==> config.mk <==
export PLATFORM = sky130hd
export DESIGN_NAME = bank_decoder
export DESIGN_NICKNAME = d
export VERILOG_FILES = /design/src/rtl/bank_pkg.sv /design/src/rtl/bank_port_regs.sv /design/src/rtl/bank_window_map.sv /design/src/rtl/bank_io_select.sv /design/src/rtl/bank_noise_lfsr.sv /design/src/rtl/bank_decoder.sv
export SDC_FILE = /design/constraint.sdc
export NUM_CORES = 1
export LEC_CHECK = 0
export BUFFER_PORTS_ARGS = -buffer_cell sky130_fd_sc_hd__buf_2
export CAP_MARGIN = 15
export CORE_UTILIZATION = 51
export CTS_BUF_LIST = sky130_fd_sc_hd__clkbuf_16
export DETAILED_ROUTE_END_ITERATION = 10
export HOLD_SLACK_MARGIN = 0.1
export PLACE_DENSITY = 0.8
export SLEW_MARGIN = 40
export SYNTH_ARGS = -nofsm -noshare
export SYNTH_HDL_FRONTEND = slang
export SYNTH_HIERARCHICAL = 1
export SYNTH_SLANG_ARGS = --single-unit
==> constraint.sdc <==
create_clock -name clk -period 4.25 [get_ports clk]
set_input_delay 0.2125 -clock clk [delete_from_list [all_inputs] [get_ports clk]]
set_output_delay 0.2125 -clock clk [all_outputs]
set_load 0.02 [all_outputs]
==> src/rtl/bank_pkg.sv <==
package bank_pkg;
    localparam int ADDR_W  = 16;
    localparam int DATA_W  = 8;
    localparam int NIB_W   = 4;
    localparam int OFF_W   = 10;
    localparam int LFSR_W  = 16;
    localparam int NIO     = 7;
    localparam int NSEL    = 4 + NIO;

    localparam int SEL_RAM    = 0;
    localparam int SEL_BASIC  = 1;
    localparam int SEL_KERNAL = 2;
    localparam int SEL_CHAR   = 3;
    localparam int SEL_VIDEO  = 4;
    localparam int SEL_SOUND  = 5;
    localparam int SEL_COLOUR = 6;
    localparam int SEL_TMR1   = 7;
    localparam int SEL_TMR2   = 8;
    localparam int SEL_EXP1   = 9;
    localparam int SEL_EXP2   = 10;

    typedef struct packed {
        logic [DATA_W-1:0] dir;
        logic [DATA_W-1:0] val;
    } port_state_t;

    typedef struct packed {
        logic basic_vis;
        logic kernal_vis;
        logic char_vis;
        logic io_vis;
    } bank_map_t;
endpackage

==> src/rtl/bank_port_regs.sv <==
module bank_port_regs
    import bank_pkg::*;
#(
    parameter int SENSE_BIT = 4
) (
    input  logic              clk,
    input  logic              rst_n,
    input  logic              wr_dir,
    input  logic              wr_val,
    input  logic [DATA_W-1:0] wdata,
    output logic [DATA_W-1:0] dir_o,
    output logic [DATA_W-1:0] val_o,
    output logic [DATA_W-1:0] eff_o
);
    port_state_t st_d, st_q;

    always_comb begin
        st_d = st_q;
        if (wr_dir) st_d.dir = wdata;
        if (wr_val) st_d.val = wdata;
        // keep the tape-sense input pulled high while it is an input
        if ((wr_dir || wr_val) && !st_d.dir[SENSE_BIT])
            st_d.val[SENSE_BIT] = 1'b1;
    end

    always_ff @(posedge clk or negedge rst_n) begin
        if (!rst_n) st_q <= '0;
        else        st_q <= st_d;
    end

    assign dir_o = st_q.dir;
    assign val_o = st_q.val;
    assign eff_o = ~st_q.dir | st_q.val;
endmodule

==> src/rtl/bank_window_map.sv <==
module bank_window_map
    import bank_pkg::*;
#(
    parameter int LO_BIT = 0,
    parameter int HI_BIT = 1,
    parameter int IO_BIT = 2
) (
    input  logic [DATA_W-1:0] eff,
    output bank_map_t         map
);
    logic any_low;

    always_comb begin
        any_low        = eff[LO_BIT] | eff[HI_BIT];
        map.basic_vis  = eff[LO_BIT] & eff[HI_BIT];
        map.kernal_vis = eff[HI_BIT];
        map.char_vis   = any_low & ~eff[IO_BIT];
        map.io_vis     = any_low &  eff[IO_BIT];
    end
endmodule

==> src/rtl/bank_io_select.sv <==
module bank_io_select
    import bank_pkg::*;
(
    input  logic [11:0]      io_addr,
    output logic [NIO-1:0]   dev_hit,
    output logic [OFF_W-1:0] dev_off
);
    // device d owns nibble range [first..last] and an offset of width wid
    function automatic int dev_first(int d);
        case (d)
            0: return 0;   1: return 4;   2: return 8;
            3: return 12;  4: return 13;  5: return 14;
            default: return 15;
        endcase
    endfunction

    function automatic int dev_last(int d);
        case (d)
            0: return 3;   1: return 7;   2: return 11;
            3: return 12;  4: return 13;  5: return 14;
            default: return 15;
        endcase
    endfunction

    function automatic int dev_wid(int d);
        case (d)
            0: return 6;   1: return 5;   2: return 10;
            3: return 4;   4: return 4;
            default: return 8;
        endcase
    endfunction

    logic [3:0] nib;
    assign nib = io_addr[11:8];

    logic [OFF_W-1:0] masked [NIO];

    for (genvar d = 0; d < NIO; d++) begin : g_dev
        localparam int FIRST = dev_first(d);
        localparam int LAST  = dev_last(d);
        localparam int WID   = dev_wid(d);
        localparam logic [OFF_W-1:0] MASK = OFF_W'((1 << WID) - 1);
        assign dev_hit[d] = (32'(nib) >= FIRST) && (32'(nib) <= LAST);
        assign masked[d]  = io_addr[OFF_W-1:0] & MASK;
    end

    always_comb begin
        dev_off = '0;
        for (int d = 0; d < NIO; d++)
            if (dev_hit[d]) dev_off = masked[d];
    end
endmodule

==> src/rtl/bank_noise_lfsr.sv <==
module bank_noise_lfsr
    import bank_pkg::*;
#(
    parameter logic [LFSR_W-1:0] SEED = 16'hACE1,
    parameter logic [LFSR_W-1:0] TAPS = 16'hB400
) (
    input  logic              clk,
    input  logic              rst_n,
    input  logic              step,
    output logic [LFSR_W-1:0] state_o
);
    logic [LFSR_W-1:0] lfsr_d, lfsr_q;

    always_comb begin
        lfsr_d = lfsr_q;
        if (step) lfsr_d = {lfsr_q[LFSR_W-2:0], ^(lfsr_q & TAPS)};
    end

    always_ff @(posedge clk or negedge rst_n) begin
        if (!rst_n) lfsr_q <= SEED;
        else        lfsr_q <= lfsr_d;
    end

    assign state_o = lfsr_q;
endmodule

==> src/rtl/bank_decoder.sv <==
module bank_decoder
    import bank_pkg::*;
(
    input  logic              clk,
    input  logic              rst_n,
    input  logic              acc_valid,
    input  logic              acc_we,
    input  logic [ADDR_W-1:0] acc_addr,
    input  logic [DATA_W-1:0] acc_wdata,
    input  logic [DATA_W-1:0] ext_rdata,
    input  logic [NIB_W-1:0]  col_rdata,
    output logic [DATA_W-1:0] acc_rdata,
    output logic [NSEL-1:0]   chip_sel,
    output logic [OFF_W-1:0]  reg_off,
    output logic [NIB_W-1:0]  col_wdata
);
    localparam int PAGE_W = 4;

    logic [DATA_W-1:0] dir_q, val_q, eff;
    logic [LFSR_W-1:0] noise_q;
    logic [NIO-1:0]    dev_hit;
    logic [OFF_W-1:0]  dev_off;
    bank_map_t         map;
    logic              wr_dir, wr_val, port_hit, col_read;
    logic [PAGE_W-1:0] page;

    assign port_hit = (acc_addr[ADDR_W-1:1] == '0);
    assign wr_dir   = acc_valid && acc_we && port_hit && !acc_addr[0];
    assign wr_val   = acc_valid && acc_we && port_hit &&  acc_addr[0];
    assign page     = acc_addr[ADDR_W-1 -: PAGE_W];

    bank_port_regs u_port (
        .clk   (clk),
        .rst_n (rst_n),
        .wr_dir(wr_dir),
        .wr_val(wr_val),
        .wdata (acc_wdata),
        .dir_o (dir_q),
        .val_o (val_q),
        .eff_o (eff)
    );

    bank_window_map u_map (
        .eff(eff),
        .map(map)
    );

    bank_io_select u_io (
        .io_addr(acc_addr[11:0]),
        .dev_hit(dev_hit),
        .dev_off(dev_off)
    );

    always_comb begin
        chip_sel = '0;
        reg_off  = '0;
        if (acc_valid) begin
            unique case (page)
                4'hA, 4'hB: begin
                    if (map.basic_vis && !acc_we) chip_sel[SEL_BASIC] = 1'b1;
                    else                          chip_sel[SEL_RAM]   = 1'b1;
                end
                4'hE, 4'hF: begin
                    if (map.kernal_vis && !acc_we) chip_sel[SEL_KERNAL] = 1'b1;
                    else                           chip_sel[SEL_RAM]    = 1'b1;
                end
                4'hD: begin
                    if (map.io_vis) begin
                        chip_sel[SEL_VIDEO +: NIO] = dev_hit;
                        reg_off                    = dev_off;
                    end else if (map.char_vis && !acc_we) begin
                        chip_sel[SEL_CHAR] = 1'b1;
                    end else begin
                        chip_sel[SEL_RAM] = 1'b1;
                    end
                end
                default: chip_sel[SEL_RAM] = 1'b1;
            endcase
        end
    end

    assign col_read = acc_valid && !acc_we && chip_sel[SEL_COLOUR];

    bank_noise_lfsr u_noise (
        .clk    (clk),
        .rst_n  (rst_n),
        .step   (col_read),
        .state_o(noise_q)
    );

    always_comb begin
        if (port_hit)      acc_rdata = acc_addr[0] ? val_q : dir_q;
        else if (col_read) acc_rdata = {noise_q[NIB_W-1:0], col_rdata};
        else               acc_rdata = ext_rdata;
    end

    assign col_wdata = acc_wdata[NIB_W-1:0];
endmodule

==> results of run 1 <==
-- layout make-up --
class / count / area (um2)
multi-input combinational: 138 / 1227
clock inverter: 3 / 38.79
timing repair buffer: 74 / 377.9
inverter: 4 / 15.01
tap: 50 / 62.56
fill: 332 / 1400
clock buffer: 5 / 125.1
sequential: 32 / 810.8
-- flip-flops by register name, summed over array words and instances, names as in the netlist --
name,count
u_port/val_o,8
u_noise/state_o,16
u_port/dir_o,8
-- placed cells by master, fill, tap and decap left out, types with 2 or more instances in the layout --
master / n
a211oi_1: 8
nor2_1: 7
buf_2: 72
nor4_2: 2
nand2b_1: 4
dfstp_2: 8
xnor2_1: 3
nand3_1: 2
nand2_1: 4
nor3_1: 4
and3_1: 2
a21oi_1: 10
dfrtp_1: 24
nor3b_2: 2
mux2i_1: 8
nor3_4: 2
clkbuf_16: 5
nor2b_1: 10
o21a_1: 2
mux2_4: 23
and2_4: 10
inv_1: 5
o21ai_0: 2
and2_1: 10
mux2_2: 7
-- worst reg2reg max path, delay by kind of cell (launching register included) --
kind            cells  cell delay [ns]
simple gates        3             0.42
compound gates      1             0.28
mux                 1             0.38
flops               1             0.36
buf+inv             1             0.27
-- path summary, 6_finish.rpt --
path	end	cells past startpoint	slack, ns
max in group asynchronous	u_noise/state_o[14]$_DFFE_PN0P_	2	3.28
worst min register to register	u_noise/state_o[0]$_DFFE_PN1P_	2	0.50
worst min-delay path	u_port/val_o[4]$_DFFE_PN0P_	2	0.18
worst max-delay path	acc_rdata[4]	6	2.03
min in group asynchronous	u_noise/state_o[12]$_DFFE_PN0P_	2	0.53
worst max register to register	u_noise/state_o[3]$_DFFE_PN0P_	6	2.43
-- power groups by stage --
stage	registers, mW	logic, mW	clock network, mW
2_1_floorplan	0.314	0.0388	0
3_3_place_gp	0.314	0.0769	0
3_5_place_dp	0.314	0.0783	0
4_1_cts	0.309	0.0793	0.403
5_1_grt	0.309	0.0863	0.417
6_report	0.309	0.0785	0.396
-- routing by layer --
metal / GRT usage (%) / share of wire [%]
met1: 26.50 / 47
met2: 31.13 / 46
met3: 4.392 / 5.2
met4: 7.181 / 1.4
met5: 0 / 0
-- repair_timing --
item,CTS,global route
hold endpoints to repair,24,0
buffers inserted,0,0
hold buffers,1,0
gates resized for setup,0,0
==> metrics.csv, run 1 <==
stage,metric,value,unit
clock_tree,clock_path_buffers,2,
finish,fin_area,2658,um2
route,first_pass_iters,4,
synthesis,yosysWarnings,6,
setup_path,end_kind,output port,
power_and_ir_drop,seqPwrFrac,39.4,%
global_route,grt_max_degree,33,
floorplan,rows,23,
global_route,grt.total_usage,19.75,%
timing,fin_crit,2.216,ns
setup_path,crit_family,compound AO/OA/AOI/OAI gates,
route,post_drt_wl_per_cell,13.43,um
timing,worstMarginPinSlew,0.6857,ns
place,gp_congestion,0.7510,
timing,rsz0062_at_grt,false,
place,dp_hpwl,2961,um
route,wl,4109,um
timing,fin_ws,2.034,ns
power_and_ir_drop,swShare,21.90,%
setup_path,cp_slowest_cell,dfrtp_1,
clock_tree,tritoncts,built,
timing,drv_slew,0,
timing,setup_viol,0,
setup_path,critical_path.max_stage_delay,0.36,ns
finish,drive_gt1_share,55.08,%
global_route,grt_pass1_wl,6610,um
power_and_ir_drop,design_power_total,0.7841,mW
finish,stdcell_count,306,
run,cap_violations,0,
global_route,antenna_found_initial,0,
power_and_ir_drop,internal_power,0.6124,mW
finish,area_growth,21.65,%
route,antenna_left,0,
setup_path,cp.buffers_inverters,1,
clock_tree,path_clk_slew,0.05,ns
timing,min_period_over_period,52.14,%
synthesis,syn_avg_cell_area,11.44,um2
floorplan,die-area,4550,um2
timing,hold_slack,0.1781,ns
floorplan,dieWidth,67.45,um
route,dr_total_vias,1608,
timing,finClkSkew,0.002550,ns
power_and_ir_drop,powerDensity,295.0,nW/um2
min_path,min_from,acc_wdata[4],
clock_tree,clkLatencyLatePin,0.28,ns
place,placed_area,2477,um2
finish,fin_util,65.49,%
route,drc,0,
route,vias_per_cell,5.255,
finish,diodes,0,
timing,maxSlewHeadroom,54.29,%
power_and_ir_drop,leakagePower,1.356,nW
floorplan,die_y,67.45,um
global_route,globalRouteOverflowTotal,0,
setup_path,cp_max_fo,8,
setup_path,critPathLaunchType,flop,
power_and_ir_drop,p_clk_share,50.6,%
finish,nets,295,
setup_path,cp.required,4.04,ns
floorplan,core,4058,um2
power_and_ir_drop,p_sw,0.1717,mW
place,placed_cells,297,
setup_path,r2r_start,u_port/val_o[1]$_DFFE_PN0P_,
floorplan,start_util,53.84,%
setup_path,cp-startpoint,u_port/val_o[1]$_DFFE_PN0P_,
clock_tree,cts-root-buf,clkbuf_16,
setup_path,worst_ep_arrival_time,2.00,ns
synthesis,synth_cells,191,
clock_tree,cts_buffers,5,
outcome,outcome,"finished, final reports clean",
timing,fmax,0.4513,GHz
place,dpl_worst_slack,1.715,ns
power_and_ir_drop,power_frac_comb,10.0,%
clock_tree,cts.sinks,32,
setup_path,path_cells,nand2b_1 -> o21a_1 -> nand4_4 -> mux2i_1 -> a21oi_1 -> buf_2,
timing,hold_violations,0,
place,port_buffers,72,
power_and_ir_drop,vdd.ir_drop.worst,0.0003346,V
setup_path,path_class,flop to output port,
synthesis,syn_nets,231,
synthesis,synth_area,2185,um2
floorplan,ios,73,
route,drt-initial-drc-count,41,
global_route,grt_pass1_vias,1426,
clock_tree,htree_levels,2,
timing,tns,0,ns
min_path,min_path_type,input port to flop,
Power figures use the tool's default switching activity.
==> run 2: changes to the inputs <==
Clock period 4.25 ns to 2.24 ns, I/O delays scaled along.
==> run 2 against run 1 <==
  * Routed wire length is 4.1% higher
  * Largest cell class unchanged
  * Clock power is 92% higher
  * Hold slack worse by 0.072 ns
  * Critical path type unchanged
  * Non-clock buffer count is 9 higher
  * Power is 92% higher
  * Setup slack worse by 1.8 ns
  * First-iteration DRC count is 27% higher
  * Clock skew is 0.0023 ns higher
  * Global-route usage is 1.0 points higher
  * Critical path depth stayed put
==> metrics.csv, run 2 (synthesis gave the netlist of run 1 again) <==
stage,metric,value,unit
clock_tree,clock_path_buffers,2,
run,cap_violations,0,
clock_tree,cts_buffers,5,
setup_path,worst_ep_arrival_time,1.88,ns
setup_path,rrSetupSlack,0.50,ns
clock_tree,tritoncts,built,
timing,setup_viol,0,
finish,area_growth,25.09,%
place,gp_congestion,0.7939,
place,dpl_worst_slack,0.4075,ns
finish,drive_gt1_share,55.09,%
finish,stdcell_count,315,
timing,drv_slew,0,
place,port_buffers,72,
global_route,antenna_found_initial,0,
clock_tree,path_clk_slew,0.05,ns
setup_path,end_kind,output port,
timing,worstMarginPinSlew,0.6884,ns
global_route,grt_pass1_wl,6975,um
route,dr_total_vias,1623,
global_route,grt.total_usage,20.75,%
setup_path,cp_max_fo,8,
floorplan,ios,73,
clock_tree,cts-root-buf,clkbuf_16,
global_route,grt_pass1_vias,1518,
timing,tns,0,ns
setup_path,critPathLaunchType,flop,
floorplan,core,4058,um2
timing,fin_ws,0.2441,ns
floorplan,rows,23,
route,vias_per_cell,5.152,
route,post_drt_wl_per_cell,13.58,um
route,drt-initial-drc-count,52,
timing,fmax,0.5010,GHz
route,wl,4277,um
clock_tree,clkLatencyLatePin,0.28,ns
finish,nFillCells,317,
setup_path,critical_path.max_stage_delay,0.40,ns
setup_path,path_class,flop to output port,
power_and_ir_drop,design_power_total,1.504,mW
route,drc,0,
min_path,min_path_type,input port to flop,
finish,nets,304,
timing,fin_crit,1.996,ns
clock_tree,cts.sinks,32,
floorplan,start_util,53.84,%
timing,maxSlewHeadroom,54.10,%
setup_path,critPathCapture,acc_rdata[2],
setup_path,path_cells,nand2b_1 -> o21a_2 -> nand4_4 -> mux2i_1 -> a21oi_1 -> buf_2,
timing,min_period_over_period,89.10,%
finish,diodes,0,
place,dp_hpwl,3098,um
power_and_ir_drop,vdd.ir_drop.worst,0.0003340,V
setup_path,r2r_end,u_noise/state_o[2]$_DFFE_PN0P_,
floorplan,dieWidth,67.45,um
setup_path,cp_slowest_cell,dfrtp_1,
clock_tree,htree_levels,2,
setup_path,rr_worst_depth,6,
outcome,outcome,"finished, final reports clean",
floorplan,die_y,67.45,um
setup_path,r2r_start,u_port/val_o[1]$_DFFE_PN0P_,
timing,hold_violations,0,
global_route,globalRouteOverflowTotal,0,
timing,rsz0062_at_grt,false,
power_and_ir_drop,powerDensity,550.4,nW/um2
timing,hold_slack,0.1060,ns
setup_path,cp-startpoint,u_port/val_o[1]$_DFFE_PN0P_,
place,placed_cells,300,
clock_tree,postCtsSetupRepairBufs,0,
finish,largest_reg_flops,16,
finish,final_cell_mix,"buf_2, dfrtp_1, mux2_4",
timing,finClkSkew,0.004849,ns
route,antenna_left,0,
finish,final_common_cell,buf_2,
global_route,grt_max_degree,33,
floorplan,die-area,4550,um2
power_and_ir_drop,leakagePower,1.377,nW
setup_path,cp.required,2.13,ns
route,first_pass_iters,4,
run 2: timing repair:
action / 4_1_cts / 5_1_grt
gates resized for setup: 0 / 1
endpoints found under the hold margin: 35 / 0
hold buffers: 7 / 0
setup endpoints to repair: 0 / 1
run 2: critical path, delay by kind of cell, from the launching register on:
| family | cells | cell delay (ns) |
|---|---|---|
| mux | 1 | 0.24 |
| flops | 1 | 0.40 |
| buf+inv | 1 | 0.16 |
| compound gates | 2 | 0.38 |
| simple gates | 2 | 0.43 |
run 2: report_power, final:
group | leakage (nW) | total, mW | switching [mW] | internal (mW)
clock | 0.0798 | 0.761 | 0.240 | 0.521
combinational | 0.880 | 0.157 | 0.0896 | 0.0671
sequential | 0.418 | 0.586 | 0.00227 | 0.584
total | 1.38 | 1.50 | 0.332 | 1.17
run 2: layout make-up:
type	count	area (um2)	area share [%]
Timing Repair Buffer	83	460.4	16.85
Inverter	4	15.01	0.5495
Clock buffer	5	125.1	4.579
Sequential cell	32	810.8	29.67
Tap cell	50	62.56	2.289
Multi-Input combinational cell	138	1216	44.51
Clock inverter	3	42.54	1.557
run 2: routing by layer:
| layer | track usage, % | share of wire (%) | routed length [um] |
|---|---|---|---|
| met2 | 33.63 | 46 | 1965 |
| met3 | 5.743 | 5.3 | 227 |
| met5 | 0 | 0 | 0 |
| met4 | 6.383 | 0.87 | 37 |
| met1 | 26.80 | 48 | 2047 |
run 2: stage by stage:
| step | utilization, % | cell area, um2 |
|---|---|---|
| 4_1_cts | 67.31 | 2731 |
| 2_1_floorplan | - | 2185 |
| 6_report | 67.35 | 2733 |
| 3_5_place_dp | 61.46 | 2494 |
| 3_3_place_gp | 61.46 | 2494 |
| 5_1_grt | 67.35 | 2733 |
run 2: how the worst min path moves through the flow:
stage	cells past startpoint	slack (ns)	start	end
final	2	0.11	acc_wdata[3]	u_port/val_o[3]$_DFFE_PN0P_
after global routing	2	0.10	acc_wdata[3]	u_port/val_o[3]$_DFFE_PN0P_
after CTS	2	0.10	acc_wdata[3]	u_port/val_o[3]$_DFFE_PN0P_
after detailed placement	1	0.19	rst_n	u_noise/state_o[9]$_DFFE_PN0P_
after global placement	1	0.19	rst_n	u_noise/state_o[8]$_DFFE_PN0P_
after floorplan	0	-0.18	rst_n	u_noise/state_o[12]$_DFFE_PN0P_
